$ cat src/rtl/spi_hold_pkg.sv
package spi_hold_pkg;

  // Pause state after one sample: deselect clears, low clock loads request.
  function automatic logic hold_next(logic cs_n, logic sck, logic hold_n, logic cur);
    if (cs_n)      return 1'b0;
    else if (!sck) return !hold_n;
    else           return cur;
  endfunction

  // Bit position advance with wrap at the word length.
  function automatic int unsigned idx_step(int unsigned idx, int unsigned word_bits);
    if (idx + 1 >= word_bits) return 0;
    else                      return idx + 1;
  endfunction

endpackage

$ cat src/rtl/hsc_sync.sv
module hsc_sync #(
  parameter int   STAGES  = 2,
  parameter logic RST_VAL = 1'b0
) (
  input  logic clk,
  input  logic rst_n,
  input  logic d,
  output logic q
);
  generate
    if (STAGES <= 1) begin : g_single
      logic r;
      always_ff @(posedge clk or negedge rst_n) begin
        if (!rst_n) r <= RST_VAL;
        else        r <= d;
      end
      assign q = r;
    end else begin : g_chain
      logic [STAGES-1:0] chain;
      always_ff @(posedge clk or negedge rst_n) begin
        if (!rst_n) chain <= {STAGES{RST_VAL}};
        else        chain <= {chain[STAGES-2:0], d};
      end
      assign q = chain[STAGES-1];
    end
  endgenerate
endmodule

$ cat src/rtl/hsc_core.sv
module hsc_core
  import spi_hold_pkg::*;
#(
  parameter int WORD_BITS = 8,
  localparam int IDXW = (WORD_BITS > 2) ? $clog2(WORD_BITS) : 1
) (
  input  logic            clk,
  input  logic            rst_n,
  input  logic            s_cs_n,
  input  logic            s_sck,
  input  logic            s_hold_n,
  input  logic            slv_oe,
  output logic            hold_active,
  output logic            sck_rise_en,
  output logic            sck_fall_en,
  output logic            abort_pulse,
  output logic            miso_oe,
  output logic [IDXW-1:0] bit_idx
);
  logic sck_prev;
  logic raw_rise, raw_fall;
  logic hold_d;
  logic rise_ok, fall_ok, abort_ok;
  logic [IDXW-1:0] idx_d;

  // Named internal events
  assign raw_rise = s_sck & ~sck_prev;
  assign raw_fall = ~s_sck & sck_prev;
  assign hold_d   = hold_next(s_cs_n, s_sck, s_hold_n, hold_active);
  assign rise_ok  = raw_rise & ~s_cs_n & ~hold_active;
  assign fall_ok  = raw_fall & ~s_cs_n & ~hold_d;
  assign abort_ok = hold_active & s_cs_n;

  always_comb begin
    if (s_cs_n)       idx_d = '0;
    else if (rise_ok) idx_d = IDXW'(idx_step(int'(unsigned'(bit_idx)), WORD_BITS));
    else              idx_d = bit_idx;
  end

  always_ff @(posedge clk or negedge rst_n) begin
    if (!rst_n) begin
      sck_prev    <= 1'b0;
      hold_active <= 1'b0;
      sck_rise_en <= 1'b0;
      sck_fall_en <= 1'b0;
      abort_pulse <= 1'b0;
      bit_idx     <= '0;
    end else begin
      sck_prev    <= s_sck;
      hold_active <= hold_d;
      sck_rise_en <= rise_ok;
      sck_fall_en <= fall_ok;
      abort_pulse <= abort_ok;
      bit_idx     <= idx_d;
    end
  end

  assign miso_oe = slv_oe & ~hold_active;

  AST_CS_CLEARS_HOLD: assert property (@(posedge clk) disable iff (!rst_n)
    s_cs_n |=> !hold_active);
  AST_HOLD_FROZEN_SCK_HIGH: assert property (@(posedge clk) disable iff (!rst_n)
    (s_sck && !s_cs_n) |=> $stable(hold_active));
  AST_ABORT_ONE_CYCLE: assert property (@(posedge clk) disable iff (!rst_n)
    abort_pulse |=> !abort_pulse);
  AST_ABORT_NEEDS_HOLD: assert property (@(posedge clk) disable iff (!rst_n)
    abort_pulse |-> !hold_active);
  AST_MISO_HIZ_IN_HOLD: assert property (@(posedge clk) disable iff (!rst_n)
    hold_active |-> !miso_oe);
  AST_NO_RISE_IN_HOLD: assert property (@(posedge clk) disable iff (!rst_n)
    hold_active |=> !sck_rise_en);
  AST_IDX_KEPT_IN_HOLD: assert property (@(posedge clk) disable iff (!rst_n)
    (hold_active && !s_cs_n) |=> $stable(bit_idx));
endmodule

$ cat src/rtl/spi_hold_ctrl.sv
module spi_hold_ctrl #(
  parameter int SYNC_STAGES = 2,
  parameter int WORD_BITS   = 8,
  localparam int IDXW = (WORD_BITS > 2) ? $clog2(WORD_BITS) : 1
) (
  input  logic            clk,
  input  logic            rst_n,
  input  logic            cs_n,
  input  logic            sck,
  input  logic            hold_n,
  input  logic            slv_oe,
  output logic            hold_active,
  output logic            sck_rise_en,
  output logic            sck_fall_en,
  output logic            abort_pulse,
  output logic            miso_oe,
  output logic [IDXW-1:0] bit_idx
);
  logic s_cs_n, s_sck, s_hold_n;

  hsc_sync #(.STAGES(SYNC_STAGES), .RST_VAL(1'b1)) u_sync_cs (
    .clk(clk), .rst_n(rst_n), .d(cs_n), .q(s_cs_n));
  hsc_sync #(.STAGES(SYNC_STAGES), .RST_VAL(1'b0)) u_sync_sck (
    .clk(clk), .rst_n(rst_n), .d(sck), .q(s_sck));
  hsc_sync #(.STAGES(SYNC_STAGES), .RST_VAL(1'b1)) u_sync_hold (
    .clk(clk), .rst_n(rst_n), .d(hold_n), .q(s_hold_n));

  hsc_core #(.WORD_BITS(WORD_BITS)) u_core (
    .clk(clk), .rst_n(rst_n),
    .s_cs_n(s_cs_n), .s_sck(s_sck), .s_hold_n(s_hold_n), .slv_oe(slv_oe),
    .hold_active(hold_active), .sck_rise_en(sck_rise_en), .sck_fall_en(sck_fall_en),
    .abort_pulse(abort_pulse), .miso_oe(miso_oe), .bit_idx(bit_idx));
endmodule

$ cat config.mk
export PLATFORM = sky130hd
export DESIGN_NAME = spi_hold_ctrl
export DESIGN_NICKNAME = d
export VERILOG_FILES = /design/src/rtl/spi_hold_pkg.sv /design/src/rtl/hsc_sync.sv /design/src/rtl/hsc_core.sv /design/src/rtl/spi_hold_ctrl.sv
export SDC_FILE = /design/constraint.sdc
export NUM_CORES = 1
export LEC_CHECK = 0
export BUFFER_PORTS_ARGS = -buffer_cell sky130_fd_sc_hd__buf_2
export CAP_MARGIN = 40
export CORE_AREA = 2 2 39 41
export CTS_BUF_LIST = sky130_fd_sc_hd__clkbuf_4
export DETAILED_ROUTE_END_ITERATION = 16
export DIE_AREA = 0 0 41 43
export GPL_ROUTABILITY_DRIVEN = 0
export PLACE_DENSITY = 0.58
export SLEW_MARGIN = 20
export SYNTH_ARGS = -nofsm -noshare
export SYNTH_HDL_FRONTEND = slang
export SYNTH_HIERARCHICAL = 1
export SYNTH_SLANG_ARGS = --single-unit
export TNS_END_PERCENT = 5
$ cat constraint.sdc
create_clock -name clk -period 1.6 [get_ports clk]
set_clock_uncertainty 0.05 [all_clocks]
set_input_delay 0.32 -clock clk [delete_from_list [all_inputs] [get_ports clk]]
set_output_delay 0.32 -clock clk [all_outputs]
set_load 0.05 [all_outputs]
==> summary.txt, run 1 <==
Timing
  • Count of endpoints failing setup in the final report: 0
  • Fin Hold WS: 0.0845 ns
  • Final hold violation count: 0
  • Post-layout min period: ~1.5 ns
  • RSZ-0062 raised after global routing: no
  • Final worst path period share: between 90% and 100%
  • Worst-margin pin slew: approximately 0.33 ns
  • Final sum of negative setup slack: 0 ns
  • Number of max-slew violations in the final report: 0
  • Max-Slew Margin vs Limit: 77.8%
  • Maximum operating frequency: ~680 MHz

Global route
  • Vias in the first global route: around 290
  • Global-route wire length before repair: 1.30 mm
  • GR Overflow Total: 0
  • Antenna violations before repair: 0
  • Overall track demand over capacity in global routing: 12.5%
  • Largest net degree at the start of global routing: 15

Flow run
  • Number of violations of the max-capacitance limit: 0

Layout
  • Syn-to-layout area delta: 24.9%
  • Final cell count without fillers: 65
  • Total Nets Final: between 50 and 60
  • Total inserted antenna cells: 0
  • Fraction of final layout cells sized beyond drive strength 1: between 50 and 60%

Synthesis
  • Number of synthesized register bits: 14
  • Part of the Yosys area used for sequential elements: a little under three quarters
  • Unique masters post-synth: 16
  • Synthesized netlist cell count: 31
  • Yosys warning count: 6
  • Post-synth design cell area: roughly 500 um^2
  • Mapped Avg Cell Area: around 16 um^2
  • Largest cells by area after synthesis: sky130_fd_sc_hd__dfrtp_1, sky130_fd_sc_hd__dfstp_2, sky130_fd_sc_hd__nor4b_4
  • Top cell type's share of synthesized area: between 50% and 60%
  • Post-synth net total: 38
  • Yosys top cell by area: sky130_fd_sc_hd__dfrtp_1

Detailed routing
  • Drt drc: 0
  • Via-per-instance ratio: approximately 4.6
  • Number of nets still failing antenna checks after routing: 0
  • DRC marker count from the first detailed-route iteration: 3
  • Via count: 296
  • Wire length reported by the detailed router: slightly above 800 um
  • Detailed Routing Iterations Pass 1: 2
  • Final routed wire length divided by cell count: about 13 um

Clock network
  • TritonCTS Sinks: 14
  • Cts repair resizes: 0
  • Cell chosen for the clock root: sky130_fd_sc_hd__clkbuf_4
  • Count of buffers added by post-CTS timing repair for setup: 0
  • TritonCTS clock tree: built
  • Clk_lat worst skew: between 0.2 and 0.3 ns
  • Number of buffers added by the clock tree synthesis step: 3
  • Clock-pin slew of the registers on the worst-case setup and hold paths: roughly 0.090 ns
  • H-tree lvl count: 1
  • Cts hold-fix bufs: 1
  • Max Buffers Root-to-Sink: 2

Floorplan
  • Starting utilization of the core area: a little over a third
  • Core area: 1380 um^2
  • Die Footprint: roughly 1800 um^2
  • Number of top-level pins: 14
  • Die Y: around 43 um
  • Die W: between 40 and 50 um
  • Number of cell rows: 14

Power and ir drop
  • Worst voltage drop across the vdd grid: about 630 uV
  • Power per cell area: around 1100 nW/um^2
  • Leakage power: approximately 0.32 nW

Run status
  • Status: complete, no violations

Setup path
  • Data required time of the worst path: ~1.2 ns
  • Arrival time of the worst setup path: about 1.1 ns
  • Worst Setup Start Kind: register
  • Critical path type: reg -> out
  • Endpoint kind of the worst setup timing path: primary output
  • Max Fanout on Critical Path: 5

Placed design
  • Total instance count after detailed placement: 60
  • HPWL Detailed: between 600 and 700 um
  • Port Buffers: 13

Worst hold path
  • Path class of the lowest-slack min-delay path: in -> reg
## placed cells by master, fill, tap and decap left out
cell type                       instances
sky130_fd_sc_hd__buf_2                 13
sky130_fd_sc_hd__dfrtp_1               10
sky130_fd_sc_hd__dfstp_2                4
sky130_fd_sc_hd__clkbuf_4               3
sky130_fd_sc_hd__nor2b_1                2
sky130_fd_sc_hd__inv_1                  2
sky130_fd_sc_hd__clkinv_1               1
sky130_fd_sc_hd__dlygate4sd3_1          1
sky130_fd_sc_hd__nor4b_4                1
sky130_fd_sc_hd__nor3_1                 1
sky130_fd_sc_hd__nor3b_1                1
sky130_fd_sc_hd__and2_2                 1
sky130_fd_sc_hd__nor2b_2                1
sky130_fd_sc_hd__nor2_1                 1
sky130_fd_sc_hd__mux2_4                 1
sky130_fd_sc_hd__a21o_1                 1
sky130_fd_sc_hd__a311oi_1               1
sky130_fd_sc_hd__a31o_2                 1
sky130_fd_sc_hd__nand3_1                1
sky130_fd_sc_hd__a32o_1                 1
sky130_fd_sc_hd__ha_1                   1
## state kept, by name, indices dropped and copies added (netlist names)
signal	count
u_sync_sck/g_chain.chain	2
u_core/sck_prev	1
u_core/bit_idx	3
u_core/hold_active	1
u_core/abort_pulse	1
u_sync_cs/g_chain.chain	2
u_core/sck_fall_en	1
u_core/sck_rise_en	1
u_sync_hold/g_chain.chain	2
## where the power goes
| group | internal [W] | total, W | switching [W] | leakage, nW |
|---|---|---|---|---|
| combinational | 0.0000246 | 0.0000766 | 0.0000520 | 0.128 |
| sequential | 0.000374 | 0.000388 | 0.0000142 | 0.172 |
| clock | 0.0000903 | 0.000198 | 0.000108 | 0.0154 |
| total | 0.000489 | 0.000663 | 0.000174 | 0.316 |
## through the flow
| stage | total power, W | utilization, % | setup WS [ns] | cell area [um^2] |
|---|---|---|---|---|
| floorplan | 0.000443 | - | 0.0847 | 499 |
| global placement | 0.000467 | 42.2 | 0.282 | 584 |
| detailed placement | 0.000471 | 42.2 | 0.210 | 584 |
| CTS | 0.000673 | 44.8 | 0.109 | 621 |
| global route | 0.000701 | 44.8 | 0.0652 | 621 |
| finish | 0.000663 | 44.8 | 0.124 | 621 |
## logic make-up (layout without fill, tap and decap cells)
logic type	Yosys count	in the layout	synth area share, %
multiplexers	1	1	3.02
AND/OR/NAND/NOR	9	9	14.4
AO/OA/AOI/OAI	4	4	7.05
adder cells (fa/ha/maj)	1	1	2.52
flip-flops	14	14	71.5
buffers and inverters	2	20	1.51
## critical path: stages (launching register included)
cell	delay, ns
sky130_fd_sc_hd__dfrtp_1	0.45
sky130_fd_sc_hd__nor2b_2	0.12
sky130_fd_sc_hd__buf_2	0.26
## layout make-up
class | instances | area, um^2
clock inverters | 1 | 3.75
clock buffers | 3 | 22.5
flip-flops and latches | 14 | 355
well taps | 16 | 20.0
fillers | 123 | 763
multi-input cells | 15 | 136
repair buffers | 14 | 75.1
inverters | 2 | 7.51
## routing by layer
layer | wire [um] | global-route usage (%) | up-vias | share of wire, %
li1 | - | - | 142 | -
met1 | 309 | 11.9 | 142 | 37
met2 | 451 | 18.8 | 10 | 55
met3 | 54 | 4.71 | 2 | 6.5
met4 | 10 | 12.0 | 0 | 1.2
met5 | 0 | 0 | - | 0
## worst paths after layout
check,to,start,depth (start not counted),slack [ns]
min reg2reg,u_sync_sck/g_chain.chain[1],u_sync_sck/g_chain.chain[0],0,0.30
max reg2reg,u_core/bit_idx[2],u_core/bit_idx[0],4,0.20
max,miso_oe,u_core/hold_active,2,0.12
min,u_sync_hold/g_chain.chain[0],hold_n,1,0.08
min in group asynchronous,u_core/sck_rise_en,rst_n,2,0.40
max in group asynchronous,u_sync_cs/g_chain.chain[0],rst_n,2,0.80
## synth_stat cells
| library cell | count |
|---|---|
| sky130_fd_sc_hd__a31o_2 | 1 |
| sky130_fd_sc_hd__ha_1 | 1 |
| sky130_fd_sc_hd__mux2_4 | 1 |
| sky130_fd_sc_hd__nor2b_1 | 3 |
| sky130_fd_sc_hd__nor3b_1 | 1 |
| sky130_fd_sc_hd__nor4b_4 | 1 |
| sky130_fd_sc_hd__nor2_1 | 1 |
| sky130_fd_sc_hd__nand3_1 | 1 |
| sky130_fd_sc_hd__inv_1 | 2 |
| sky130_fd_sc_hd__nor3_1 | 1 |
| sky130_fd_sc_hd__dfstp_2 | 4 |
| sky130_fd_sc_hd__a21o_1 | 1 |
| sky130_fd_sc_hd__a311oi_1 | 1 |
| sky130_fd_sc_hd__a32o_1 | 1 |
| sky130_fd_sc_hd__dfrtp_1 | 10 |
| sky130_fd_sc_hd__and2_2 | 1 |
Note: power is estimated with default switching activity, not from simulation.
==> inputs of run 2 (changes only) <==
- PLACE_DENSITY: 0.58 -> unset
==> summary.txt, run 2 (synthesis results as in run 1) <==
Setup path
  • Endpoint kind of the worst setup timing path: primary output (unchanged)
  • Worst Setup Start Kind: register (unchanged)
  • Arrival time of the worst setup path: 1.10 ns (was 1.11 ns)
  • Max Fanout on Critical Path: 5 (unchanged)
  • Data required time of the worst path: 1.23 ns (about the same)
  • Critical path type: reg -> out (unchanged)
  • Setup slack on the worst flop-to-flop path: 0.23 ns (was 0.20 ns)

Layout
  • Most used cells in the layout excluding fill and tap cells: sky130_fd_sc_hd__buf_2, sky130_fd_sc_hd__dfrtp_1, sky130_fd_sc_hd__dfstp_2 (unchanged)
  • Leading cell type in the layout, fill and taps excluded: sky130_fd_sc_hd__buf_2 (unchanged)
  • Total inserted antenna cells: 0 (unchanged)
  • Fraction of final layout cells sized beyond drive strength 1: 51.0% (unchanged)
  • Syn-to-layout area delta: 24.9% (unchanged)
  • Final cell count without fillers: 65 (unchanged)
  • Total Nets Final: 57 (unchanged)
  • Number of flip-flops in the largest register: 3 (unchanged)
  • Register name with the most flops: u_core/bit_idx (unchanged)

Clock network
  • Clock-pin slew of the registers on the worst-case setup and hold paths: 0.08 ns (was 0.09 ns)
  • Number of buffers added by the clock tree synthesis step: 3 (unchanged)
  • TritonCTS clock tree: built (unchanged)
  • TritonCTS Sinks: 14 (unchanged)
  • Count of buffers added by post-CTS timing repair for setup: 0 (unchanged)
  • Cell chosen for the clock root: sky130_fd_sc_hd__clkbuf_4 (unchanged)
  • Clk_lat worst skew: 0.27 ns (was 0.28 ns)
  • Cts repair resizes: 0 (unchanged)
  • Max Buffers Root-to-Sink: 2 (unchanged)
  • H-tree lvl count: 1 (unchanged)

Power and ir drop
  • Leakage power: 0.316 nW (unchanged)
  • Worst voltage drop across the vdd grid: 540 uV (was 633 uV)
  • Power per cell area: 1060 nW/um^2 (was 1070 nW/um^2)
  • Final Total Pwr: 0.000655 W (was 0.000663 W)

Floorplan
  • Die W: 41 um (unchanged)
  • Starting utilization of the core area: 35.9% (unchanged)
  • Die Y: 43 um (unchanged)
  • Number of cell rows: 14 (unchanged)
  • Core area: 1380 um^2 (unchanged)
  • Number of top-level pins: 14 (unchanged)
  • Die Footprint: 1760 um^2 (unchanged)

Worst hold path
  • Path class of the lowest-slack min-delay path: in -> reg (unchanged)

Detailed routing
  • Final routed wire length divided by cell count: 10.2 um (was 12.7 um)
  • Via count: 291 (was 296)
  • Wire length reported by the detailed router: 662 um (was 825 um)
  • Number of nets still failing antenna checks after routing: 0 (unchanged)
  • Drt drc: 0 (unchanged)
  • DRC marker count from the first detailed-route iteration: 4 (was 3)
  • Detailed Routing Iterations Pass 1: 2 (unchanged)
  • Via-per-instance ratio: 4.48 (was 4.55)

Run status
  • Status: complete, no violations (unchanged)

Timing
  • Count of endpoints failing setup in the final report: 0 (unchanged)
  • Worst-margin pin slew: 0.324 ns (was 0.332 ns)
  • Maximum operating frequency: 682 MHz (was 678 MHz)
  • Max-Slew Margin vs Limit: 78.3% (was 77.8%)
  • RSZ-0062 raised after global routing: no (unchanged)
  • Number of max-slew violations in the final report: 0 (unchanged)
  • Final sum of negative setup slack: 0 ns (unchanged)
  • Final hold violation count: 0 (unchanged)
  • Final worst path period share: 91.7% (was 92.2%)
  • Post-layout min period: 1.47 ns (was 1.48 ns)

Global route
  • Global-route wire length before repair: 1.08 mm (was 1.30 mm)
  • Global Route met3 Usage: 4.71% (unchanged)
  • Vias in the first global route: 283 (was 286)
  • Overall track demand over capacity in global routing: 9.41% (was 12.5%)
  • Met2 GRT Util: 13.8% (was 18.8%)
  • GR Overflow Total: 0 (unchanged)
  • GRT met1 Usage: 10.2% (was 11.9%)
  • Antenna violations before repair: 0 (unchanged)
  • GRT busiest layer: met2 (unchanged)
  • Largest net degree at the start of global routing: 15 (unchanged)

Placed design
  • Total instance count after detailed placement: 60 (unchanged)
  • Port Buffers: 13 (unchanged)
  • HPWL Detailed: 475 um (was 640 um)

Flow run
  • Number of violations of the max-capacitance limit: 0 (unchanged)
run 2: worst paths after layout:
kind                                            start  depth (start not counted)                      endpoint
setup / recovery                   u_core/hold_active                          2                       miso_oe
hold / removal                                 hold_n                          1  u_sync_hold/g_chain.chain[0]
setup reg to reg                   u_core/hold_active                          3             u_core/bit_idx[0]
hold reg to reg            u_sync_cs/g_chain.chain[0]                          0    u_sync_cs/g_chain.chain[1]
max in group asynchronous                       rst_n                          2    u_sync_cs/g_chain.chain[0]
min in group asynchronous                       rst_n                          2            u_core/sck_fall_en
run 2: cell type report:
type                            instances  area, um^2
Clock buffer                            3        22.5
Clock inverter                          1        3.75
Fill cell                             139         763
Inverter                                2        7.51
Multi-Input combinational cell         15         136
Sequential cell                        14         355
Tap cell                               16        20.0
Timing Repair Buffer                   14        75.1
run 2: where the power goes:
part            total, W  switching [W]  internal (W)
combinational  0.0000750      0.0000504     0.0000245
clock           0.000192       0.000102     0.0000901
sequential      0.000387      0.0000137      0.000374
total           0.000655       0.000166      0.000488
run 2: routing by layer:
| layer | up-vias | wire length [um] |
|---|---|---|
| li1 | 144 | - |
| met1 | 136 | 294 |
| met2 | 11 | 314 |
| met3 | 0 | 53 |
| met4 | 0 | 0 |
| met5 | - | 0 |
run 2: critical path, cell delays in order, from the launching register on:
cell and delay, ns:
sky130_fd_sc_hd__dfrtp_1 0.45, sky130_fd_sc_hd__nor2b_2 0.12, sky130_fd_sc_hd__buf_2 0.26
run 2: timing repair:
action                                 in CTS  in global routing
setup endpoints to repair                   0                  0
endpoints found under the hold margin      10                  0
hold buffers                                1                  0
run 2: metrics by stage:
stage	worst slack [ns]	hold WS [ns]	util, %	cell area [um^2]
after floorplan	0.0847	-0.0256	-	499
after global placement	0.227	0.172	42.2	584
after detailed placement	0.250	0.174	42.2	584
after CTS	0.109	0.0795	44.8	621
after global routing	0.0658	0.0677	44.8	621
final	0.133	0.0922	44.8	621
